File: src/rtl/fwt_pkg.sv
package fwt_pkg;
  typedef enum logic {
    ST_IDLE = 1'b0,
    ST_WAIT = 1'b1
  } wr_state_e;
endpackage

File: src/rtl/fwt_fifo.sv
module fwt_fifo #(
  parameter int DATA_W = 8,
  parameter int DEPTH  = 4,
  localparam int PTR_W = $clog2(DEPTH),
  localparam int CNT_W = PTR_W + 1
) (
  input  logic              clk_i,
  input  logic              rst_ni,
  input  logic              push_i,
  input  logic [DATA_W-1:0] push_data_i,
  input  logic              pop_i,
  output logic [DATA_W-1:0] pop_data_o,
  output logic              full_o,
  output logic              empty_o,
  output logic [CNT_W-1:0]  level_o
);
  logic [DATA_W-1:0] mem_q [DEPTH];
  logic [PTR_W:0]    wr_ptr_q, rd_ptr_q;
  logic              pop_fire, push_fire;

  // extra wrap bit separates full from empty
  assign empty_o = (wr_ptr_q == rd_ptr_q);
  assign full_o  = (wr_ptr_q[PTR_W] != rd_ptr_q[PTR_W]) &&
                   (wr_ptr_q[PTR_W-1:0] == rd_ptr_q[PTR_W-1:0]);
  assign pop_fire  = pop_i && !empty_o;
  assign push_fire = push_i && (!full_o || pop_fire);
  assign level_o   = CNT_W'(wr_ptr_q - rd_ptr_q);
  assign pop_data_o = mem_q[rd_ptr_q[PTR_W-1:0]];

  always_ff @(posedge clk_i or negedge rst_ni) begin
    if (!rst_ni) begin
      wr_ptr_q <= '0;
      rd_ptr_q <= '0;
    end else begin
      if (push_fire) wr_ptr_q <= wr_ptr_q + 1'b1;
      if (pop_fire)  rd_ptr_q <= rd_ptr_q + 1'b1;
    end
  end

  always_ff @(posedge clk_i) begin
    if (push_fire) mem_q[wr_ptr_q[PTR_W-1:0]] <= push_data_i;
  end
endmodule

File: src/rtl/fwt_timer.sv
module fwt_timer #(
  parameter int TMO_W = 32
) (
  input  logic             clk_i,
  input  logic             rst_ni,
  input  logic             load_i,
  input  logic [TMO_W-1:0] value_i,
  input  logic             dec_i,
  output logic             expire_o
);
  logic [TMO_W-1:0] cnt_q;
  logic             inf_q;

  always_ff @(posedge clk_i or negedge rst_ni) begin
    if (!rst_ni) begin
      cnt_q <= '0;
      inf_q <= 1'b0;
    end else if (load_i) begin
      cnt_q <= value_i;
      inf_q <= value_i[TMO_W-1];  // any negative value: no limit
    end else if (dec_i && !inf_q) begin
      cnt_q <= cnt_q - 1'b1;
    end
  end

  // last attempt is the one taken when one tick remains
  assign expire_o = !inf_q && (cnt_q == TMO_W'(1));
endmodule

File: src/rtl/fwt_wait_ctrl.sv
module fwt_wait_ctrl
  import fwt_pkg::*;
#(
  parameter int DATA_W = 8,
  parameter int TMO_W  = 32
) (
  input  logic              clk_i,
  input  logic              rst_ni,
  input  logic              req_i,
  input  logic [DATA_W-1:0] data_i,
  input  logic [TMO_W-1:0]  tmo_i,
  input  logic              space_i,
  input  logic              expire_i,
  output logic              push_o,
  output logic [DATA_W-1:0] push_data_o,
  output logic              load_o,
  output logic              dec_o,
  output logic              busy_o,
  output logic              done_o,
  output logic              full_o
);
  wr_state_e         state_q, state_d;
  logic [DATA_W-1:0] hold_q, hold_d;
  logic              done_q, done_d, fail_q, fail_d;

  always_comb begin
    state_d     = state_q;
    hold_d      = hold_q;
    done_d      = 1'b0;
    fail_d      = 1'b0;
    push_o      = 1'b0;
    load_o      = 1'b0;
    dec_o       = 1'b0;
    push_data_o = (state_q == ST_WAIT) ? hold_q : data_i;
    unique case (state_q)
      ST_IDLE: begin
        if (req_i) begin
          if (space_i) begin
            push_o = 1'b1;
            done_d = 1'b1;
          end else if (tmo_i == '0) begin
            done_d = 1'b1;
            fail_d = 1'b1;
          end else begin
            state_d = ST_WAIT;
            load_o  = 1'b1;
            hold_d  = data_i;
          end
        end
      end
      ST_WAIT: begin
        if (space_i) begin
          push_o  = 1'b1;
          done_d  = 1'b1;
          state_d = ST_IDLE;
        end else if (expire_i) begin
          done_d  = 1'b1;
          fail_d  = 1'b1;
          state_d = ST_IDLE;
        end else begin
          dec_o = 1'b1;
        end
      end
      default: state_d = ST_IDLE;
    endcase
  end

  always_ff @(posedge clk_i or negedge rst_ni) begin
    if (!rst_ni) begin
      state_q <= ST_IDLE;
      hold_q  <= '0;
      done_q  <= 1'b0;
      fail_q  <= 1'b0;
    end else begin
      state_q <= state_d;
      hold_q  <= hold_d;
      done_q  <= done_d;
      fail_q  <= fail_d;
    end
  end

  assign busy_o = (state_q == ST_WAIT);
  assign done_o = done_q;
  assign full_o = fail_q;
endmodule

File: src/rtl/fifo_wr_timeout.sv
module fifo_wr_timeout #(
  parameter int DATA_W = 8,
  parameter int DEPTH  = 4,
  parameter int TMO_W  = 32,
  localparam int CNT_W = $clog2(DEPTH) + 1
) (
  input  logic              clk_i,
  input  logic              rst_ni,
  input  logic              req_i,
  input  logic [DATA_W-1:0] data_i,
  input  logic [TMO_W-1:0]  timeout_i,
  output logic              busy_o,
  output logic              done_o,
  output logic              full_o,
  input  logic              rd_en_i,
  output logic [DATA_W-1:0] rd_data_o,
  output logic              empty_o,
  output logic [CNT_W-1:0]  level_o
);
  logic              push, load, dec, expire, fifo_full, space;
  logic [DATA_W-1:0] push_data;

  // a read at the same edge frees the slot for the waiting write
  assign space = !fifo_full || rd_en_i;

  fwt_wait_ctrl #(.DATA_W(DATA_W), .TMO_W(TMO_W)) u_ctrl (
    .clk_i      (clk_i),
    .rst_ni     (rst_ni),
    .req_i      (req_i),
    .data_i     (data_i),
    .tmo_i      (timeout_i),
    .space_i    (space),
    .expire_i   (expire),
    .push_o     (push),
    .push_data_o(push_data),
    .load_o     (load),
    .dec_o      (dec),
    .busy_o     (busy_o),
    .done_o     (done_o),
    .full_o     (full_o)
  );

  fwt_timer #(.TMO_W(TMO_W)) u_timer (
    .clk_i   (clk_i),
    .rst_ni  (rst_ni),
    .load_i  (load),
    .value_i (timeout_i),
    .dec_i   (dec),
    .expire_o(expire)
  );

  fwt_fifo #(.DATA_W(DATA_W), .DEPTH(DEPTH)) u_fifo (
    .clk_i      (clk_i),
    .rst_ni     (rst_ni),
    .push_i     (push),
    .push_data_i(push_data),
    .pop_i      (rd_en_i),
    .pop_data_o (rd_data_o),
    .full_o     (fifo_full),
    .empty_o    (empty_o),
    .level_o    (level_o)
  );
endmodule

File: config.mk
export PLATFORM = sky130hd
export DESIGN_NAME = fifo_wr_timeout
export DESIGN_NICKNAME = d
export VERILOG_FILES = /design/src/rtl/fwt_pkg.sv /design/src/rtl/fwt_fifo.sv /design/src/rtl/fwt_timer.sv /design/src/rtl/fwt_wait_ctrl.sv /design/src/rtl/fifo_wr_timeout.sv
export SDC_FILE = /design/constraint.sdc
export NUM_CORES = 1
export LEC_CHECK = 0
export BUFFER_PORTS_ARGS = -buffer_cell sky130_fd_sc_hd__buf_2
export CAP_MARGIN = 20
export CORE_ASPECT_RATIO = 0.6
export CORE_MARGIN = 5
export CORE_UTILIZATION = 35
export DETAILED_ROUTE_END_ITERATION = 10
export MAX_ROUTING_LAYER = met4
export PLACE_DENSITY = 0.65
export REMOVE_ABC_BUFFERS = 1
export SLEW_MARGIN = 40
export SYNTH_ARGS = -nofsm -noshare
export SYNTH_HDL_FRONTEND = slang
export SYNTH_HIERARCHICAL = 1
export SYNTH_SLANG_ARGS = --single-unit
File: constraint.sdc
create_clock -name clk_i -period 5.05 [get_ports clk_i]
set_input_delay 1.01 -clock clk_i [delete_from_list [all_inputs] [get_ports clk_i]]
set_output_delay 1.01 -clock clk_i [all_outputs]
set_load 0.005 [all_outputs]
==> impl_results.md, run 1 <==
* Initial Util at 35.4%
* Ranking of synthesized cells by area: dfrtp_1 (30%), edfxtp_1 (23%), mux2_2 (5.1%), mux4_2 (4.3%), or4_1 (3.7%)
* WP buf/inv at 2
* Worst EP required at 5.29 ns
* First-pass GRT wire length at 16.3 mm
* Relative slew slack at 54.0%
* Syn_area_per_cell at 11.5 sq um
* Max cap viols at 0
* Clk sinks at 82
* Distinct cells, synth at 50
* Crit end category: flop
* Via Count at 3,132
* Htree depth at 3
* CTS max path bufs at 2
* Post-route insts no fill at 589
* Worst-path cell chain: inv_1 > ha_1 > nand2_1 > nor2_1 > nand2b_1 > nor2b_1 > nand2b_1 > inv_1 > or4b_2 > or3_1 > or4_1 > a31oi_1
* VDD IR max at 0.187 mV
* Commonest cells post-synth: dfrtp_1 (50), edfxtp_1 (32), nor2_1 (29)
* Status: finished, final reports clean
* Worst skew pair latency at 0.33 ns
* Power, Total at 0.00278 W
* Crit path DAT at 4.41 ns
* Filler cells at 1,148
* Post-Synthesis Cell Area at 4230 sq um
* First-iteration detailed-routing DRC count at 216
* Total global-route track usage at 14.7%
* Measured slew at the worst slew-check pin at 0.691 ns
* Port Buf Inserts at 58
* FMAX at 240 MHz
* Synth Instances at 368
* Placement row count at 31
* First-pass DRT Iterations at 4
* Wire per inst at 17.1 microns
* Synth Flop Type: dfrtp_1
* Hold-fix buffers, CTS at 0
* Antenna-violating nets left at 0
* Final HPWL DP at 7.32 mm
* Initial antenna violation count at 0
* Post-synthesis async set-or-reset flop share at 61.0%
* Largest area contributor in the netlist: dfrtp_1
* Pre-CTS setup slack at 0.948 ns
* Post-CTS setup buffers at 0
* Crit Path Class: flop to flop
* Fin Hold WS at 0.468 ns
* Worst Setup SP: u_fifo/rd_ptr_q[1]$_DFFE_PN0P_
* Nets@finish at 473
* Worst-path clk slew at 0.06 ns
* Setup violators final at 0
* Final max-slew violation count at 0
* Final setup margin at 0.879 ns
* Leakage power at 1.89 nW
* Post-synth EDFFs at 32
* Crit path largest cell delay at 0.81 ns
* Clock root cell: clkbuf_16
* Yosys top cell area share at 29.6%
* Vias per cell at 5.32
* DRT Wirelength at 10.1 mm
* Top-count cell post-synth: dfrtp_1
* Hold crit path type: input port to asynchronous set/reset pin
* Die Span X at 152 microns
* Final Cycle Share at 82.6%
* Core area at 11,900 sq um
* Vias in the first global route at 3,117
* Placer congestion estimate at 0.828
* Final min period at 4.17 ns
* Largest net degree at the start of global routing at 48
* Inst Count DP at 573
* Antenna Cells at 0
* Die area at 14,500 sq um
* Die Ht at 95.2 microns
* Final-report hold violation count at 0
* IO Count at 59
* #FFs+latches synth at 82
* FF-to-FF Start: u_fifo/rd_ptr_q[1]$_DFFE_PN0P_
* Synthesis-to-finish area growth at 16.8%
* PwrDens at 561 nW/um^2
* CTS tree: done
* Layout cells sized above 1 at 27.8%
* Top Family by Delay on Critical Path: simple AND/OR/NAND/NOR gates
* DRC viols at 0
* Post-route setup TNS at 0 ns
* # resized after CTS at 0
* CP max stage cell: or4b_2
* Post-synthesis sequential area ratio at 52.2%
* Yosys warns at 6
* Worst Skew at 0.00814 ns
* RSZ-0062 raised after global routing: false
* Worst Setup Start Kind: flop
* Worst Path Max Fanout at 14
* Total gr overflow at 0
* Number of CTS-inserted buffers at 9
## registers in the layout, summed over array words and instances (netlist names)
name / cells
u_ctrl/full_o: 1
u_fifo/wr_ptr_q: 3
u_ctrl/busy_o: 1
u_fifo/mem_q: 32
u_timer/cnt_q: 32
u_ctrl/done_o: 1
u_ctrl/hold_q: 8
u_fifo/rd_ptr_q: 3
u_timer/inf_q: 1
## cells by family (layout without fill, tap and decap cells)
family / Yosys count / in the layout / share of synthesized area [%]
AND/OR/NAND/NOR: 140 / 140 / 18.5
flip-flops: 82 / 82 / 52.2
AO/OA/AOI/OAI: 59 / 59 / 9.60
buffers and inverters: 34 / 90 / 3.58
multiplexers: 29 / 29 / 9.90
XOR/XNOR: 14 / 14 / 3.07
adder cells (fa/ha/maj): 10 / 10 / 3.13
## cells in the final DEF, fill, tap and decap left out, drive strengths merged, types with 7 or more instances in the layout
cell | netlist | layout
nor4 | 14 | 14
o31ai | 13 | 13
clkbuf | 16 | 9
nor2 | 29 | 29
or2 | 7 | 7
buf | 4 | 60
dfrtp | 50 | 50
nand2 | 22 | 22
or4 | 23 | 23
a31oi | 15 | 15
or3 | 13 | 13
mux4 | 8 | 8
mux2 | 20 | 20
inv | 14 | 14
edfxtp | 32 | 32
ha | 9 | 9
o21ai | 17 | 17
xnor2 | 11 | 11
## per-layer routing
metal	global-route usage, %	share of wire [%]
met1	20.0	49
met2	22.0	45
met3	3.36	5.0
met4	4.94	1.1
met5	-	0
## power by group
group	internal, W	switching (W)
combinational	0.000465	0.000470
clock	0.000381	0.000260
sequential	0.000961	0.000237
total	0.00181	0.000968
## per-stage QoR
| step | area, sq um | util (%) |
|---|---|---|
| floorplan | 4140 | - |
| global placement | 4650 | 38.9 |
| detailed placement | 4650 | 38.9 |
| CTS | 4950 | 41.4 |
| global route | 4950 | 41.4 |
| finish | 4950 | 41.4 |
## final timing paths
path,to,slack [ns],cells after the start
setup / recovery,u_timer/cnt_q[27]$_DFFE_PN0P_,0.88,12
min in group clk_i,u_ctrl/hold_q[3]$_DFFE_PN0P_,0.50,1
hold reg to reg,u_ctrl/hold_q[3]$_DFFE_PN0P_,0.50,1
max in group asynchronous,u_ctrl/done_o$_DFF_PN0_,3.78,2
hold / removal,u_timer/cnt_q[28]$_DFFE_PN0P_,0.47,1
setup reg to reg,u_timer/cnt_q[27]$_DFFE_PN0P_,0.88,12
## layout make-up
type	count	area, sq um	share of cell area (%)
Sequential cell	82	2210	44.7
Multi-Input combinational cell	252	1870	37.9
Timing Repair Buffer	60	305	6.17
Clock buffer	9	225	4.55
Tap cell	165	206	4.17
Clock inverter	7	70.1	1.42
Inverter	14	52.6	1.06
Note: power is estimated with default switching activity, not from simulation.
==> run 2, diff against run 1 <==
==> constraint.sdc (replaced) <==
create_clock -name clk_i -period 4.35 [get_ports clk_i]
set_input_delay 0.87 -clock clk_i [delete_from_list [all_inputs] [get_ports clk_i]]
set_output_delay 0.87 -clock clk_i [all_outputs]
set_load 0.005 [all_outputs]
==> run 2 against run 1 <==
Count of clock-buffer cells in the layout unchanged. Setup slack worse by 0.29 ns. Non-clock buffer count up 3. Largest power group unchanged. Clock power up 16%. Hold slack worse by 0.13 ns. Highest routed layer unchanged. Critical path depth unchanged. Clock skew down 0.0014 ns. Power up 16%. Die area unchanged. Register-to-register slack worse by 0.29 ns. Combinational power up 22%. Routed wire length down 3.3%.
==> impl_results.md, run 2 (same netlist as run 1, synthesis figures left out) <==
* Worst Setup Start Kind: flop
* Synthesis-to-finish area growth at 17.7%
* Antenna-violating nets left at 0
* CTS tree: done
* Measured slew at the worst slew-check pin at 0.695 ns
* Core area at 11,900 sq um
* Die Span X at 152 microns
* Hold crit path type: input port to asynchronous set/reset pin
* Nets@finish at 476
* Final max-slew violation count at 0
* Final-report hold violation count at 0
* DRC viols at 0
* Final HPWL DP at 7.14 mm
* Status: finished, final reports clean
* Util after Layout at 41.7%
* Crit end category: flop
* Relative slew slack at 53.3%
* FF-to-FF Start: u_fifo/wr_ptr_q[0]$_DFFE_PN0P_
* Placement row count at 31
* VDD IR max at 0.198 mV
* Clock root cell: clkbuf_16
* Final min period at 3.76 ns
* Die area at 14,500 sq um
* First-pass DRT Iterations at 5
* Clk sinks at 82
* Die Ht at 95.2 microns
* Worst skew pair latency at 0.33 ns
* Design area at 4980 sq um
* Worst Skew at 0.00679 ns
* Placed Area at 4690 sq um
* Final Cycle Share at 86.4%
* PwrDens at 646 nW/um^2
* Commonest non-fill, non-tap cells in the layout: buf_2 (58), dfrtp_1 (50), edfxtp_1 (32), nor2_1 (29), nand2_1 (22)
* RSZ-0062 raised after global routing: false
* Worst-path clk slew at 0.06 ns
* RR Endpoint: u_timer/cnt_q[27]$_DFFE_PN0P_
* Worst Path Max Fanout at 14
* Via Count at 3,129
* Number of CTS-inserted buffers at 9
* Filler cells at 1,147
* Crit Path Class: flop to flop
* Leakage power at 1.92 nW
* Reg2reg setup slack at 0.59 ns
* IO Count at 59
* Post-route setup TNS at 0 ns
* Vias per cell at 5.28
* CTS max path bufs at 2
* First-pass GRT wire length at 15.9 mm
* Initial antenna violation count at 1
* Initial Util at 35.4%
* First-iteration detailed-routing DRC count at 316
* Hold-fix buffers, CTS at 0
* Total gr overflow at 0
* Max cap viols at 0
* R2R cell count at 12
* Placer congestion estimate at 0.812
* Largest net degree at the start of global routing at 48
* Setup violators final at 0
* Layout cells sized above 1 at 28.1%
* DRT Wirelength at 9.76 mm
* Port Buf Inserts at 58
* Vias in the first global route at 3,048
* # resized after CTS at 0
* Worst EP required at 4.60 ns
* Wire per inst at 16.5 microns
* Total global-route track usage at 14.3%
* FMAX at 266 MHz
* Crit path DAT at 4.01 ns
* Commonest non-fill, non-tap cell in the layout: buf_2
* Htree depth at 3
* Post-CTS setup buffers at 0
==> run 2: cell count changes in the layout (fill, tap and decap cells not counted), sizes merged <==
| cell | before | now |
|---|---|---|
| inv | 14 | 15 |
| clkinv | 2 | 3 |
| buf | 60 | 63 |
| clkinvlp | 4 | 2 |
| diode | 0 | 1 |
==> run 2: per-stage QoR <==
| stage | hold slack [ns] | power, W | std cells | worst slack, ns |
|---|---|---|---|---|
| floorplan | 0.474 | 0.00208 | 348 | 0.909 |
| global placement | 0.481 | 0.00245 | 576 | 0.804 |
| detailed placement | 0.489 | 0.00249 | 576 | 0.628 |
| CTS | 0.317 | 0.00326 | 592 | 0.602 |
| global route | 0.324 | 0.00345 | 593 | 0.347 |
| finish | 0.334 | 0.00322 | 593 | 0.593 |
==> run 2: where the power goes <==
| group | internal (W) | leakage [nW] | switching (W) |
|---|---|---|---|
| registers | 0.00112 | 0.897 | 0.000223 |
| logic | 0.000553 | 0.878 | 0.000584 |
| clock network | 0.000443 | 0.142 | 0.000300 |
==> run 2: how the worst max path moves through the flow <==
stage	slack [ns]	start	to	depth (start not counted)
after floorplan	0.91	u_fifo/rd_ptr_q[0]$_DFFE_PN0P_	u_timer/cnt_q[27]$_DFFE_PN0P_	11
final	0.59	u_fifo/wr_ptr_q[0]$_DFFE_PN0P_	u_timer/cnt_q[27]$_DFFE_PN0P_	12
after CTS	0.60	u_fifo/wr_ptr_q[0]$_DFFE_PN0P_	u_timer/cnt_q[27]$_DFFE_PN0P_	12
after detailed placement	0.63	u_fifo/wr_ptr_q[0]$_DFFE_PN0P_	u_timer/cnt_q[27]$_DFFE_PN0P_	12
after global routing	0.35	u_fifo/wr_ptr_q[0]$_DFFE_PN0P_	u_timer/cnt_q[27]$_DFFE_PN0P_	12
after global placement	0.80	u_fifo/wr_ptr_q[0]$_DFFE_PN0P_	u_timer/cnt_q[27]$_DFFE_PN0P_	12
==> run 2: routing by layer <==
layer  vias to the layer above  GRT usage, %  wire length, microns
li1                       1505             -                     -
met1                      1542          19.9                  4720
met2                        74          21.0                  4500
met3                         8          3.36                   433
met4                         0          4.19                   116
met5                         -             -                     0
==> run 2: worst max-delay path: stages (launching register included) <==
cell and delay, ns:
dfrtp_1 0.41, inv_1 0.10, ha_1 0.34, nand2_1 0.11, nor2_1 0.19, nand2b_1 0.14
nor2b_1 0.19, nand2b_1 0.12, inv_1 0.12, or4b_2 0.80, or3_1 0.49, or4_1 0.49
a31oi_1 0.18
==> run 2: final cells by class <==
class	instances	area [sq um]	area share (%)
diodes	1	2.50	0.0502
repair buffers	63	340	6.83
flip-flops and latches	82	2210	44.4
clock buffers	9	225	4.52
inverters	14	52.6	1.05
clock inverters	7	68.8	1.38
multi-input cells	252	1870	37.6
well taps	165	206	4.14
==> run 3, diff against run 2 <==
--- a/config.mk
+++ b/config.mk
@@ -12,7 +12,7 @@
 export CORE_UTILIZATION = 35
 export DETAILED_ROUTE_END_ITERATION = 10
 export MAX_ROUTING_LAYER = met4
-export PLACE_DENSITY = 0.65
+export PLACE_DENSITY = 0.53
 export REMOVE_ABC_BUFFERS = 1
 export SLEW_MARGIN = 40
 export SYNTH_ARGS = -nofsm -noshare
==> run 3 against run 2 <==
Cell area fell by 0.10%. Combinational power about the same. Largest power group unchanged. Via count rose by 2.1%. Cell count is 0.17% higher. Highest routed layer unchanged. Hold slack gained 0.12 ns. Flip-flop and latch count unchanged. Utilization about the same.
==> impl_results.md, run 3 (same netlist as run 1, synthesis figures left out) <==
* Initial antenna violation count at 0
* First-iteration detailed-routing DRC count at 187
* Crit end category: flop
* Final min period at 3.77 ns
* Util after Layout at 41.7%
* Vias in the first global route at 3,145
* Placement row count at 31
* Reg2reg setup slack at 0.58 ns
* Antenna-violating nets left at 0
* DRC viols at 0
* Clock root cell: clkbuf_16
* Worst-path clk slew at 0.07 ns
* Final-report hold violation count at 0
* Combinational Power Share at 34.7%
* Placer congestion estimate at 0.782
* Top Family by Delay on Critical Path: simple AND/OR/NAND/NOR gates
* Sequential share of power at 42.3%
* Relative slew slack at 54.2%
* Max cap viols at 0
* Wire per inst at 17.8 microns
* Final HPWL DP at 7.68 mm
* Commonest non-fill, non-tap cell in the layout: buf_2
* Final Cycle Share at 86.7%
* Status: finished, final reports clean
* WP buf/inv at 2
* Crit path DAT at 4.03 ns
* Hold crit path type: input port to asynchronous set/reset pin
* Worst EP required at 4.61 ns
* Nets@finish at 478
* RSZ-0062 raised after global routing: false
* Hold-fix buffers, CTS at 0
* Worst-path cell chain: inv_1 > ha_1 > nand2_1 > nor2_1 > nand2b_1 > nor2b_1 > nand2b_1 > inv_1 > or4b_2 > or3_1 > or4_1 > a31oi_1
* R2R cell count at 12
* PwrDens at 645 nW/um^2
* Die Span X at 152 microns
* Synthesis-to-finish area growth at 17.6%
* Crit Path Class: flop to flop
* Sw power at 0.00115 W
* Final max-slew violation count at 0
* Antenna Cells at 0
* Sw frac at 35.7%
* CP max stage cell: dfrtp_1
* Port Buf Inserts at 58
* Placed Area at 4690 sq um
* Core area at 11,900 sq um
* Pint at 0.00206 W
* Pre-CTS setup slack at 0.586 ns
* Clock power frac at 23.0%
* Final setup margin at 0.581 ns
* CTS tree: done
* Design area at 4980 sq um
* Post-route insts no fill at 594
* Vias per cell at 5.38
* FMAX at 265 MHz
* Inst Count DP at 578
* Largest net degree at the start of global routing at 31
* Commonest non-fill, non-tap cells in the layout: buf_2 (57), dfrtp_1 (50), edfxtp_1 (32), nor2_1 (29), nand2_1 (22)
* Worst skew pair latency at 0.34 ns
* DRT Wirelength at 10.6 mm
* Post-CTS setup buffers at 0
* Setup violators final at 0
* Initial Util at 35.4%
* Die area at 14,500 sq um
* Via Count at 3,194
* Leakage power at 1.92 nW
* Layout cells sized above 1 at 28.4%
* # resized after CTS at 0
* Total gr overflow at 0
* Worst Setup Start Kind: flop
* Number of CTS-inserted buffers at 9
* Htree depth at 3
* Worst Path Max Fanout at 12
* Measured slew at the worst slew-check pin at 0.682 ns
* VDD IR max at 0.244 mV
* Clk sinks at 82
* Worst Skew at 0.0118 ns
* Crit path largest cell delay at 0.67 ns
* Post-route setup TNS at 0 ns
* Critical path depth at 12
* IO Count at 59
* First-pass GRT wire length at 17.0 mm
* Die Ht at 95.2 microns
* CTS max path bufs at 2
* First-pass DRT Iterations at 4
* Total global-route track usage at 15.5%
-- run 3: cell types whose count changed in the layout (fill, tap and decap cells not counted), sizes merged --
cell and delta:
bufinv -1, clkinv -1, buf +2, clkinvlp -1
diode -1, inv +3
-- run 3: path summary, 6_finish.rpt --
path	start	end
worst max-delay path	u_fifo/rd_ptr_q[1]$_DFFE_PN0P_	u_timer/cnt_q[27]$_DFFE_PN0P_
worst min-delay path	rst_ni	u_ctrl/hold_q[2]$_DFFE_PN0P_
worst max register to register	u_fifo/rd_ptr_q[1]$_DFFE_PN0P_	u_timer/cnt_q[27]$_DFFE_PN0P_
worst min register to register	u_ctrl/hold_q[6]$_DFFE_PN0P_	u_ctrl/hold_q[6]$_DFFE_PN0P_
max in group asynchronous	rst_ni	u_timer/cnt_q[1]$_DFFE_PN0P_
min in group clk_i	u_ctrl/hold_q[6]$_DFFE_PN0P_	u_ctrl/hold_q[6]$_DFFE_PN0P_
-- run 3: per-layer routing --
layer / part of all wire [%] / track usage, % / wire length (microns)
met1: 54 / 23.2 / 5720
met2: 41 / 21.0 / 4300
met3: 4.6 / 3.85 / 488
met4: 0.76 / 3.44 / 80
met5: 0 / - / 0
-- run 3: layout make-up --
class / instances / area, sq um
inverter: 14 / 52.6
tap: 165 / 206
multi-input combinational: 252 / 1870
fill: 1187 / 6970
timing repair buffer: 65 / 345
sequential: 82 / 2210
clock inverter: 7 / 61.3
clock buffer: 9 / 225
-- run 3: through the flow --
stage               hold slack [ns]  total power (W)
floorplan                     0.474          0.00208
global placement              0.481          0.00245
detailed placement            0.492          0.00250
CTS                           0.509          0.00325
global route                  0.490          0.00346
finish                        0.454          0.00321
-- run 3: worst register-to-register path, cell delays in order (launching register included) --
cell      delay (ns)
dfrtp_1         0.67
inv_1           0.10
ha_1            0.33
nand2_1         0.11
nor2_1          0.19
nand2b_1        0.16
nor2b_1         0.18
nand2b_1        0.11
inv_1           0.11
or4b_2          0.61
or3_1           0.47
or4_1           0.51
a31oi_1         0.17
-- run 3: power by group through the flow --
stage	Combinational (W)	Sequential (W)	Clock [W]
detailed placement	0.00113	0.00136	0
CTS	0.00114	0.00135	0.000758
finish	0.00111	0.00136	0.000738
global route	0.00127	0.00140	0.000791
floorplan	0.000765	0.00131	0
global placement	0.00109	0.00136	0
